## src/rtl/rf3w_pkg.sv

```systemverilog
package rf3w_pkg;

   // Sequencer phases; the order has no meaning outside the sequencer.
   typedef enum logic [3:0] {
      ST_IDLE,
      ST_PRE,    // enable high before the frame
      ST_GAP,    // enable low, clock low, before the first bit
      ST_SHIFT,  // two ticks per bit, two bits per clock pulse
      ST_TURN,   // read only: direction line raised, clock falls
      ST_RLOW,   // read data: clock low, data released
      ST_RHIGH,  // read data: stretched clock high, sample at end
      ST_TAIL,   // read data: final clock-low tick
      ST_POST    // enable high after the frame
   } phase_e;

   function automatic int max_of(input int a, input int b);
      return (a > b) ? a : b;
   endfunction

endpackage

```

## src/rtl/rf3w_tick.sv

```systemverilog
module rf3w_tick #(
   parameter int DIV = 4
) (
   input  logic clk,
   input  logic rst_n,
   input  logic run,
   output logic tick
);

   generate
      if (DIV < 1) begin : g_bad_div
         $error("rf3w_tick: DIV must be at least 1");
      end

      if (DIV == 1) begin : g_every_cycle
         assign tick = run;
      end else begin : g_counter
         localparam int CW = $clog2(DIV);
         logic [CW-1:0] cnt;

         always_ff @(posedge clk or negedge rst_n) begin
            if (!rst_n)                   cnt <= '0;
            else if (!run)                cnt <= '0;
            else if (cnt == CW'(DIV - 1)) cnt <= '0;
            else                          cnt <= cnt + 1'b1;
         end

         assign tick = run && (cnt == CW'(DIV - 1));

         // ticks never come in back-to-back cycles when DIV > 1
         p_tick_spacing_r8: assert property (@(posedge clk) disable iff (!rst_n)
            tick |=> !tick);
      end
   endgenerate

endmodule

```

## src/rtl/rf3w_shreg.sv

```systemverilog
module rf3w_shreg #(
   parameter int FRAME_W = 16,
   parameter int DATA_W  = 12
) (
   input  logic               clk,
   input  logic               rst_n,
   input  logic               load,
   input  logic [FRAME_W-1:0] load_val,
   input  logic               shift_tx,
   input  logic               cap,
   input  logic               sdi,
   output logic               tx_bit,
   output logic [DATA_W-1:0]  rx_data
);

   logic [FRAME_W-1:0] tx_sr;
   logic [DATA_W-1:0]  rx_sr;

   always_ff @(posedge clk or negedge rst_n) begin
      if (!rst_n)        tx_sr <= '0;
      else if (load)     tx_sr <= load_val;
      else if (shift_tx) tx_sr <= {tx_sr[FRAME_W-2:0], 1'b0};
   end

   always_ff @(posedge clk or negedge rst_n) begin
      if (!rst_n)   rx_sr <= '0;
      else if (cap) rx_sr <= {rx_sr[DATA_W-2:0], sdi};
   end

   assign tx_bit  = tx_sr[FRAME_W-1];
   assign rx_data = rx_sr;

   // the read value only moves on a capture strobe
   p_rx_hold_r9: assert property (@(posedge clk) disable iff (!rst_n)
      !cap |=> $stable(rx_sr));

endmodule

```

## src/rtl/rf3w_seq.sv

```systemverilog
module rf3w_seq
   import rf3w_pkg::*;
#(
   parameter int DATA_W     = 12,
   parameter int WR_ADDR_W  = 4,
   parameter int RD_ADDR_W  = 5,
   parameter int PRE_TICKS  = 2,
   parameter int GAP_TICKS  = 2,
   parameter int POST_TICKS = 2,
   parameter int HIGH_TICKS = 3
) (
   input  logic clk,
   input  logic rst_n,
   input  logic start,
   input  logic rd_wr,
   input  logic tick,
   input  logic tx_bit,
   output logic run,
   output logic busy,
   output logic done,
   output logic load,
   output logic shift_tx,
   output logic cap,
   output logic rf_en,
   output logic rf_sclk,
   output logic rf_rw,
   output logic rf_sdo,
   output logic rf_sdoe
);

   localparam int FRAME_W = DATA_W + WR_ADDR_W;
   localparam int CNT_MAX = max_of(max_of(PRE_TICKS, GAP_TICKS),
                                   max_of(max_of(POST_TICKS, HIGH_TICKS), 2));
   localparam int CW      = $clog2(CNT_MAX + 1);
   localparam int BW      = $clog2(max_of(FRAME_W, DATA_W) + 1);

   phase_e          st;
   logic            is_rd;
   logic [CW-1:0]   cnt;
   logic [CW-1:0]   plen_m1;
   logic [BW-1:0]   bidx;
   logic [BW-1:0]   nbits_m1;
   logic            last;

   always_comb begin
      case (st)
         ST_PRE:   plen_m1 = CW'(PRE_TICKS - 1);
         ST_GAP:   plen_m1 = CW'(GAP_TICKS - 1);
         ST_SHIFT: plen_m1 = CW'(1);
         ST_TURN:  plen_m1 = CW'(1);
         ST_RHIGH: plen_m1 = CW'(HIGH_TICKS - 1);
         ST_POST:  plen_m1 = CW'(POST_TICKS - 1);
         default:  plen_m1 = '0;
      endcase
   end

   assign nbits_m1 = is_rd ? BW'(RD_ADDR_W - 1) : BW'(FRAME_W - 1);
   assign last     = tick && (cnt == plen_m1);

   always_ff @(posedge clk or negedge rst_n) begin
      if (!rst_n) begin
         st    <= ST_IDLE;
         is_rd <= 1'b0;
         cnt   <= '0;
         bidx  <= '0;
         done  <= 1'b0;
      end else begin
         done <= (st == ST_POST) && last;
         if (st == ST_IDLE) begin
            if (start) begin
               st    <= ST_PRE;
               is_rd <= rd_wr;
               cnt   <= '0;
               bidx  <= '0;
            end
         end else if (tick) begin
            if (!last) begin
               cnt <= cnt + 1'b1;
            end else begin
               cnt <= '0;
               case (st)
                  ST_PRE:   st <= ST_GAP;
                  ST_GAP:   st <= ST_SHIFT;
                  ST_SHIFT: begin
                     if (bidx == nbits_m1) begin
                        bidx <= '0;
                        st   <= is_rd ? ST_TURN : ST_POST;
                     end else begin
                        bidx <= bidx + 1'b1;
                     end
                  end
                  ST_TURN:  st <= ST_RLOW;
                  ST_RLOW:  st <= ST_RHIGH;
                  ST_RHIGH: begin
                     if (bidx == BW'(DATA_W - 1)) begin
                        bidx <= '0;
                        st   <= ST_TAIL;
                     end else begin
                        bidx <= bidx + 1'b1;
                        st   <= ST_RLOW;
                     end
                  end
                  ST_TAIL:  st <= ST_POST;
                  default:  st <= ST_IDLE;
               endcase
            end
         end
      end
   end

   // control strobes to the divider and shift registers
   assign busy     = (st != ST_IDLE);
   assign run      = busy;
   assign load     = (st == ST_IDLE) && start;
   assign shift_tx = (st == ST_SHIFT) && last && (bidx != nbits_m1);
   assign cap      = (st == ST_RHIGH) && last;

   // pin decode: even bits rise mid-bit, odd bits fall mid-bit
   always_comb begin
      case (st)
         ST_SHIFT: rf_sclk = bidx[0] ^ cnt[0];
         ST_TURN:  rf_sclk = ~cnt[0];
         ST_RHIGH: rf_sclk = 1'b1;
         default:  rf_sclk = 1'b0;
      endcase
   end

   assign rf_en   = (st == ST_PRE) || (st == ST_POST);
   assign rf_rw   = (st inside {ST_TURN, ST_RLOW, ST_RHIGH, ST_TAIL}) ||
                    ((st == ST_POST) && is_rd);
   assign rf_sdoe = !(st inside {ST_RLOW, ST_RHIGH, ST_TAIL});
   assign rf_sdo  = tx_bit && (st inside {ST_GAP, ST_SHIFT, ST_TURN, ST_POST});

   // serial clock held low whenever enable is high
   p_clk_low_en_r2: assert property (@(posedge clk) disable iff (!rst_n)
      rf_en |-> !rf_sclk);

   // direction line rises only while the clock is high
   p_rw_rise_high_r5: assert property (@(posedge clk) disable iff (!rst_n)
      $rose(rf_rw) |-> rf_sclk);

   // data released only with the direction line high
   p_release_rw_r6: assert property (@(posedge clk) disable iff (!rst_n)
      !rf_sdoe |-> rf_rw);

   // done lasts one cycle and follows the end of busy
   p_done_pulse_r9: assert property (@(posedge clk) disable iff (!rst_n)
      done |=> !done);
   p_done_end_r9: assert property (@(posedge clk) disable iff (!rst_n)
      done |-> (!busy && $past(busy)));

   // a strobe during a transaction leaves its direction alone
   p_ignore_start_r10: assert property (@(posedge clk) disable iff (!rst_n)
      (busy && start) |=> $stable(is_rd));

endmodule

```

## src/rtl/rf3w_master.sv

```systemverilog
module rf3w_master #(
   parameter int DIV        = 4,
   parameter int DATA_W     = 12,
   parameter int WR_ADDR_W  = 4,
   parameter int RD_ADDR_W  = 5,
   parameter int PRE_TICKS  = 2,
   parameter int GAP_TICKS  = 2,
   parameter int POST_TICKS = 2,
   parameter int HIGH_TICKS = 3
) (
   input  logic                 clk,
   input  logic                 rst_n,
   input  logic                 start,
   input  logic                 rd_wr,
   input  logic [RD_ADDR_W-1:0] addr,
   input  logic [DATA_W-1:0]    wdata,
   output logic [DATA_W-1:0]    rd_data,
   output logic                 busy,
   output logic                 done,
   output logic                 rf_en,
   output logic                 rf_sclk,
   output logic                 rf_rw,
   output logic                 rf_sdo,
   output logic                 rf_sdoe,
   input  logic                 rf_sdi
);

   localparam int FRAME_W = DATA_W + WR_ADDR_W;

   generate
      if (FRAME_W % 2 != 0) begin : g_bad_frame
         $error("rf3w_master: write frame must hold an even bit count");
      end
      if (RD_ADDR_W % 2 != 1) begin : g_bad_rd_addr
         $error("rf3w_master: read address must hold an odd bit count");
      end
      if (RD_ADDR_W > FRAME_W || WR_ADDR_W > RD_ADDR_W) begin : g_bad_addr
         $error("rf3w_master: address widths do not fit the frame");
      end
      if (PRE_TICKS < 1 || GAP_TICKS < 1 || POST_TICKS < 1 || HIGH_TICKS < 1)
      begin : g_bad_ticks
         $error("rf3w_master: every phase needs at least one tick");
      end
   endgenerate

   logic               tick, run, load, shift_tx, cap, tx_bit;
   logic [FRAME_W-1:0] load_val;

   // read frames put the address at the top; writes put data above address
   assign load_val = rd_wr ? {addr, {(FRAME_W - RD_ADDR_W){1'b0}}}
                           : {wdata, addr[WR_ADDR_W-1:0]};

   rf3w_tick #(.DIV(DIV)) i_tick (
      .clk  (clk),
      .rst_n(rst_n),
      .run  (run),
      .tick (tick)
   );

   rf3w_seq #(
      .DATA_W    (DATA_W),
      .WR_ADDR_W (WR_ADDR_W),
      .RD_ADDR_W (RD_ADDR_W),
      .PRE_TICKS (PRE_TICKS),
      .GAP_TICKS (GAP_TICKS),
      .POST_TICKS(POST_TICKS),
      .HIGH_TICKS(HIGH_TICKS)
   ) i_seq (
      .clk     (clk),
      .rst_n   (rst_n),
      .start   (start),
      .rd_wr   (rd_wr),
      .tick    (tick),
      .tx_bit  (tx_bit),
      .run     (run),
      .busy    (busy),
      .done    (done),
      .load    (load),
      .shift_tx(shift_tx),
      .cap     (cap),
      .rf_en   (rf_en),
      .rf_sclk (rf_sclk),
      .rf_rw   (rf_rw),
      .rf_sdo  (rf_sdo),
      .rf_sdoe (rf_sdoe)
   );

   rf3w_shreg #(.FRAME_W(FRAME_W), .DATA_W(DATA_W)) i_shreg (
      .clk     (clk),
      .rst_n   (rst_n),
      .load    (load),
      .load_val(load_val),
      .shift_tx(shift_tx),
      .cap     (cap),
      .sdi     (rf_sdi),
      .tx_bit  (tx_bit),
      .rx_data (rd_data)
   );

endmodule

```

## config.mk

```make
export PLATFORM = sky130hd
export DESIGN_NAME = rf3w_master
export DESIGN_NICKNAME = d
export VERILOG_FILES = /design/src/rtl/rf3w_pkg.sv /design/src/rtl/rf3w_tick.sv /design/src/rtl/rf3w_shreg.sv /design/src/rtl/rf3w_seq.sv /design/src/rtl/rf3w_master.sv
export SDC_FILE = /design/constraint.sdc
export NUM_CORES = 1
export LEC_CHECK = 0
export ABC_AREA = 0
export CORE_ASPECT_RATIO = 0.75
export CORE_MARGIN = 2
export CORE_UTILIZATION = 48
export DETAILED_ROUTE_END_ITERATION = 7
export PLACE_DENSITY = 0.76
export SLEW_MARGIN = 20
export SYNTH_ARGS = -nofsm -noshare
export SYNTH_HDL_FRONTEND = slang
export SYNTH_SLANG_ARGS = --single-unit
export TNS_END_PERCENT = 30
```

## constraint.sdc

```tcl
create_clock -name clk -period 2.2 [get_ports clk]
set_clock_uncertainty 0.15 [all_clocks]
set_input_delay 0.22 -clock clk [delete_from_list [all_inputs] [get_ports clk]]
set_output_delay 0.22 -clock clk [all_outputs]
set_load 0.05 [all_outputs]
```

After elaboration in Yosys (flattened, before gate mapping) --
Index checks and enable logic that the tools add are counted.
Storage, ports and cells: bits in registers 43, bits of input ports 22, output and inout bits 19, logic and storage cells 81
Cells by class: $add $sub $neg 3, equality and inequality tests 15, mux-type cells 27, bitwise operators 2, reduce and logical (&&, ||, !) cells 26
Operators by type and width (count):
- 16-bit two-way mux | 3
- 5-bit two-way mux | 6
- 4-bit two-way mux | 7
- 4-bit case mux with 7 select lines | 1
- 4-bit by 3-bit == test with 1-bit output (second input constant) | 4
- 2-bit two-way mux | 7
- 4-bit nonzero test | 3
- 5-bit case mux with 2 select lines | 1
- 1-bit logical AND | 9
- 4-bit by 2-bit == test with 1-bit output (second input constant) | 2
- 4-bit AND reduction | 2
- 2-bit nonzero test | 3
- 3-bit nonzero test | 2
- 5-bit by 1-bit adder with 5-bit output (second input constant) | 1
- 5-bit by 4-bit == test with 1-bit output (second input constant) | 1
- 5-bit == test | 1
- 5-bit inequality test | 1
- 5-bit OR reduction | 1
- 2-bit by 1-bit adder with 2-bit output (second input constant) | 2
- 4-bit by 1-bit == test with 1-bit output (second input constant) | 1
- 4-bit == test (second input constant) | 1
- 4-bit logical NOT | 1
- 2-bit case mux with 2 select lines | 1
- 2-bit AND reduction | 2
- 9 further kinds | 10

Longest topological paths before layout --
depth after elaboration 9, mapped depth 8, gate-level depth less buffers 7

Cells and area by module --
A second synthesis with hierarchy kept.
Unflattened totals: cell total of the unflattened synthesis 238, area total of the unflattened synthesis 2481.1 µm²
By module, submodules not included:
- rf3w_shreg | times used 1, cells an instance 94, area an instance 1184.9 µm², seq. area each 700.7 µm²
- rf3w_seq | times used 1, cells an instance 120, area an instance 1041.0 µm², seq. area each 325.3 µm²
- rf3w_master | times used 1, cells an instance 18, area an instance 166.4 µm², seq. area each 0.0 µm²
- rf3w_tick | times used 1, cells an instance 6, area an instance 88.8 µm², seq. area each 50.0 µm²

Worst setup path after synthesis --
Ideal clock, no wire load.
path type register -> output, from register i_seq.st[3], to output rf_en, arrival 1.923 ns, required time 1.830 ns, path slack -0.093 ns, cell stages (with the launch flop) 5, path buffers 2, cell sequence dfrtp_1 -> buf_2 -> clkbuf_1 -> xnor2_1 -> nor3_1
On the way: cells in the longest elaborated chain, start to end 2, elaborated cells on any way between the ends 3, those cells by class 2 x eq/ne; 1 x reduce/logical
Ends and longest elaborated chain:
- from (decl) | line rf3w_seq.sv:37 | phase_e st;
- from (signal assigned) | line rf3w_seq.sv:87 | st <= is_rd ? ST_TURN : ST_POST;
- 4-bit by 1-bit == test with 1-bit output / 4-bit == test (equally long branches) | line rf3w_seq.sv:128 | assign rf_en = (st == ST_PRE) || (st == ST_POST);
- 1-bit logical OR * | line rf3w_seq.sv:128
- to (decl) | line rf3w_master.sv:20 | output logic rf_en,
Every way passes the cells marked *; elsewhere a longest branch is shown, timed or not.

Final worst setup path --
from register i_seq.st[0], to register i_shreg.rx_sr[11] (netlist: i_shreg.rx_data[11])
On the way: cells in the longest elaborated chain, start to end 6, elaborated cells on any way between the ends 13, those cells by class 7 x eq/ne; 1 x mux; 5 x reduce/logical
Ends and longest elaborated chain:
- 4-bit by 2-bit == test with 1-bit output, or another cell as far along | line rf3w_seq.sv:46 | case (st)
- 5-bit OR reduction (no source line)
- 2-bit case mux with 2 select lines | line rf3w_seq.sv:46
- 2-bit == test | line rf3w_seq.sv:58 | assign last = tick && (cnt == plen_m1);
- 1-bit logical AND | line rf3w_seq.sv:58
- 1-bit logical AND * | line rf3w_seq.sv:116 | assign cap = (st == ST_RHIGH) && last;
- to (signal assigned) | line rf3w_shreg.sv:27 | else if (cap) rx_sr <= {rx_sr[DATA_W-2:0], sdi};
- to (decl) | line rf3w_shreg.sv:17 | logic [DATA_W-1:0] rx_sr;
Marked as above. A chain may end at the register's enable or synchronous reset.

==> out/qor.txt <==
outcome - finished clean
CTS max path bufs - 2
total core area - 0.004900 mm^2
DRT Pass-1 Iters - 4
number of remaining DRC errors - 0
post-synthesis sequential area ratio - 0.4397
via count - 2041
clk_lat worst skew - 0.30 ns
Starting DRT DRC Count - 252
Total Wirelength - 5.527 mm
syn_nets - 270
largest stage delay on the critical path - 0.67 ns
CTS sink cnt - 43
Antenna Nets Post-Route - 0
Sum Neg Setup Slack - 0 ns
row count - 22
yosys synthesis warning count - 0
die width - 86.45 um
RSZ-0062 raised after global routing - true
RR Startpoint - i_seq.st[0]
P&R area growth vs syn - 31.65%
Netlist cell types - 57
clock root cell - clkbuf_8
setup ws final - 0.002064 ns
ANT cells - 0
gr ovfl total - 0
Met2 Wirelength - 2.583 mm
Mean Syn Cell Area - 9.949 um^2
PwrDens - 420.8 mW/mm^2
most frequent cells in the layout - 40 x dfrtp_1, 33 x clkdlybuf4s50_1, 28 x a21oi_1
RePlAce Congestion - 0.8341
Die Ht - 65.84 um
Fillers - 406
DP Cell Count - 355
share of layout cells above drive strength 1 - 0.2409
Die Area - 0.005692 mm^2
Top FF cell, synth - dfrtp_1
WP data arrival - 2.23 ns
PortBufs - 40
launching element type of the critical path - flop
Fin Hold WS - 0.2986 ns
commonest non-fill, non-tap cell in the layout - dfrtp_1
Slew @ Worst Pin - 0.6392 ns
final max-slew violation count - 0
final worst path period share - 0.9991
routed length per instance - 15.23 um
final setup fails - 0
crit-path cells - buf_4, or2_1, or4_4, mux2_1
Final Hold Fails - 0
CP Max Fanout - 12
Worst Hold Launch - i_tick.g_counter.cnt[0]
vias in the first global route - 2003
Synth async-reset ratio - 1.000
Tmin final - 2.198 ns
CTS Buf Count - 5
number of synthesized flops with an enable pin - 0
max_slew headroom - 0.5739
vias per cell - 5.623
Worst-path clk slew - 0.08 ns
Final Cell Area - 0.003222 mm^2
CP Capture Type - flop
num ports - 41
max cap viols - 0
Mapped Cells - 246
highest metal used - met4
crit path from - i_seq.st[0]
worst hold path class - flop to flop
Post-Route Utilization - 0.6576
pin count of the biggest net entering global routing - 35
first-pass GRT wire length - 9.487 mm
Detailed Place HPWL - 4.140 mm
M1 wire length - 2.577 mm
Placed Instance Area - 0.003077 mm^2
CTS tree - built
initial core utilization - 0.4995
H-tree levels - 2
total power draw - 1.356 mW
Layout Cells excl Fill - 363
DR WL met3 - 274 um
Leakage - 1.295 nW
FF+latch count, synth - 43
pre-CTS setup slack - -0.05103 ns
initial antenna violation count - 0
Setup CP Type - flop to flop
VDD IR-drop max - 0.2843 mV
Crit-path slowest cell - or4_4
# nets final - 328
Req. time, crit path - 2.23 ns
Total GRT Usage - 0.2152
Post-Syn Area - 0.002447 mm^2
Max Fclk - 455.0 MHz
worst max-delay path: cells and delay by family (launching register included):
kind,cells,cell delay (ns)
muxes,1,0.37
DFF,1,0.45
buffers and inverters,1,0.19
and+or+nand+nor,2,0.93
path summary, 6_finish.rpt:
| kind | end | slack (ns) | depth (start not counted) |
|---|---|---|---|
| worst min register to register | i_tick.g_counter.cnt[0] | 0.30 | 1 |
| max in group asynchronous | i_seq.bidx[0] | 0.98 | 3 |
| worst max-delay path | i_shreg.rx_data[11] | 0.002 | 4 |
| min in group asynchronous | i_seq.cnt[0] | 0.34 | 2 |
| worst min-delay path | i_tick.g_counter.cnt[0] | 0.30 | 1 |
| worst max register to register | i_shreg.rx_data[11] | 0.002 | 4 |
timing repair:
item | 4_1_cts | 5_1_grt
hold buffers | 1 | 0
pin swaps | 2 | 1
gates resized for setup | 0 | 15
setup endpoints to repair | 12 | 31
setup buffers | 0 | 1
endpoints found under the hold margin | 27 | 0
routing by layer:
metal / global-route usage / up-vias
li1: - / 1005
met3: 0.04120 / 12
met5: 0 / -
met2: 0.3346 / 56
met4: 0.07227 / 0
met1: 0.3031 / 968
kinds of logic (layout without fill, tap and decap cells):
family / Yosys count / after routing / synth area share
DFF: 43 / 43 / 0.4397
AOI/OAI and AO/OA: 63 / 63 / 0.1682
adders and majority gates: 2 / 2 / 0.01022
and+or+nand+nor: 77 / 77 / 0.1728
xor gates and xnor gates: 3 / 3 / 0.01074
buffers and inverters: 27 / 84 / 0.04907
muxes: 31 / 31 / 0.1493
registers in the layout, summed over array words and instances (netlist names):
name / flops
i_seq.st: 4
i_tick.g_counter.cnt: 2
i_shreg.rx_data: 12
i_shreg.tx_sr: 16
i_seq.cnt: 2
i_seq.bidx: 5
i_seq.is_rd: 1
i_seq.done: 1
layout make-up:
class / count / area, um^2 / share of cell area
clock buffer: 6 / 72.57 / 0.02252
multi-input combinational: 176 / 1305 / 0.4050
tap: 60 / 75.07 / 0.02330
inverter: 11 / 41.29 / 0.01282
timing repair buffer: 67 / 648.1 / 0.2012
sequential: 43 / 1080 / 0.3351
power breakdown:
part | switching (mW) | internal (mW) | total [mW]
Clock | 0.261 | 0.212 | 0.473
Sequential | 0.00265 | 0.792 | 0.795
Combinational | 0.0412 | 0.0462 | 0.0874
cell usage after synthesis, types with 3 or more instances:
cell / count / area, um^2
a211oi_1: 6 / 45.04
a21oi_1: 28 / 140.1
clkbuf_1: 11 / 41.29
dfrtp_1: 43 / 1076
inv_1: 9 / 33.78
mux2_4: 10 / 150.1
mux2i_1: 17 / 170.2
nand2_1: 21 / 78.83
nand3_1: 8 / 40.04
nor2_1: 13 / 48.80
nor2_2: 3 / 18.77
nor2b_1: 10 / 62.56
nor3_1: 7 / 35.03
o21ai_1: 4 / 20.02
No activity file was read; power rests on OpenSTA's default activity.
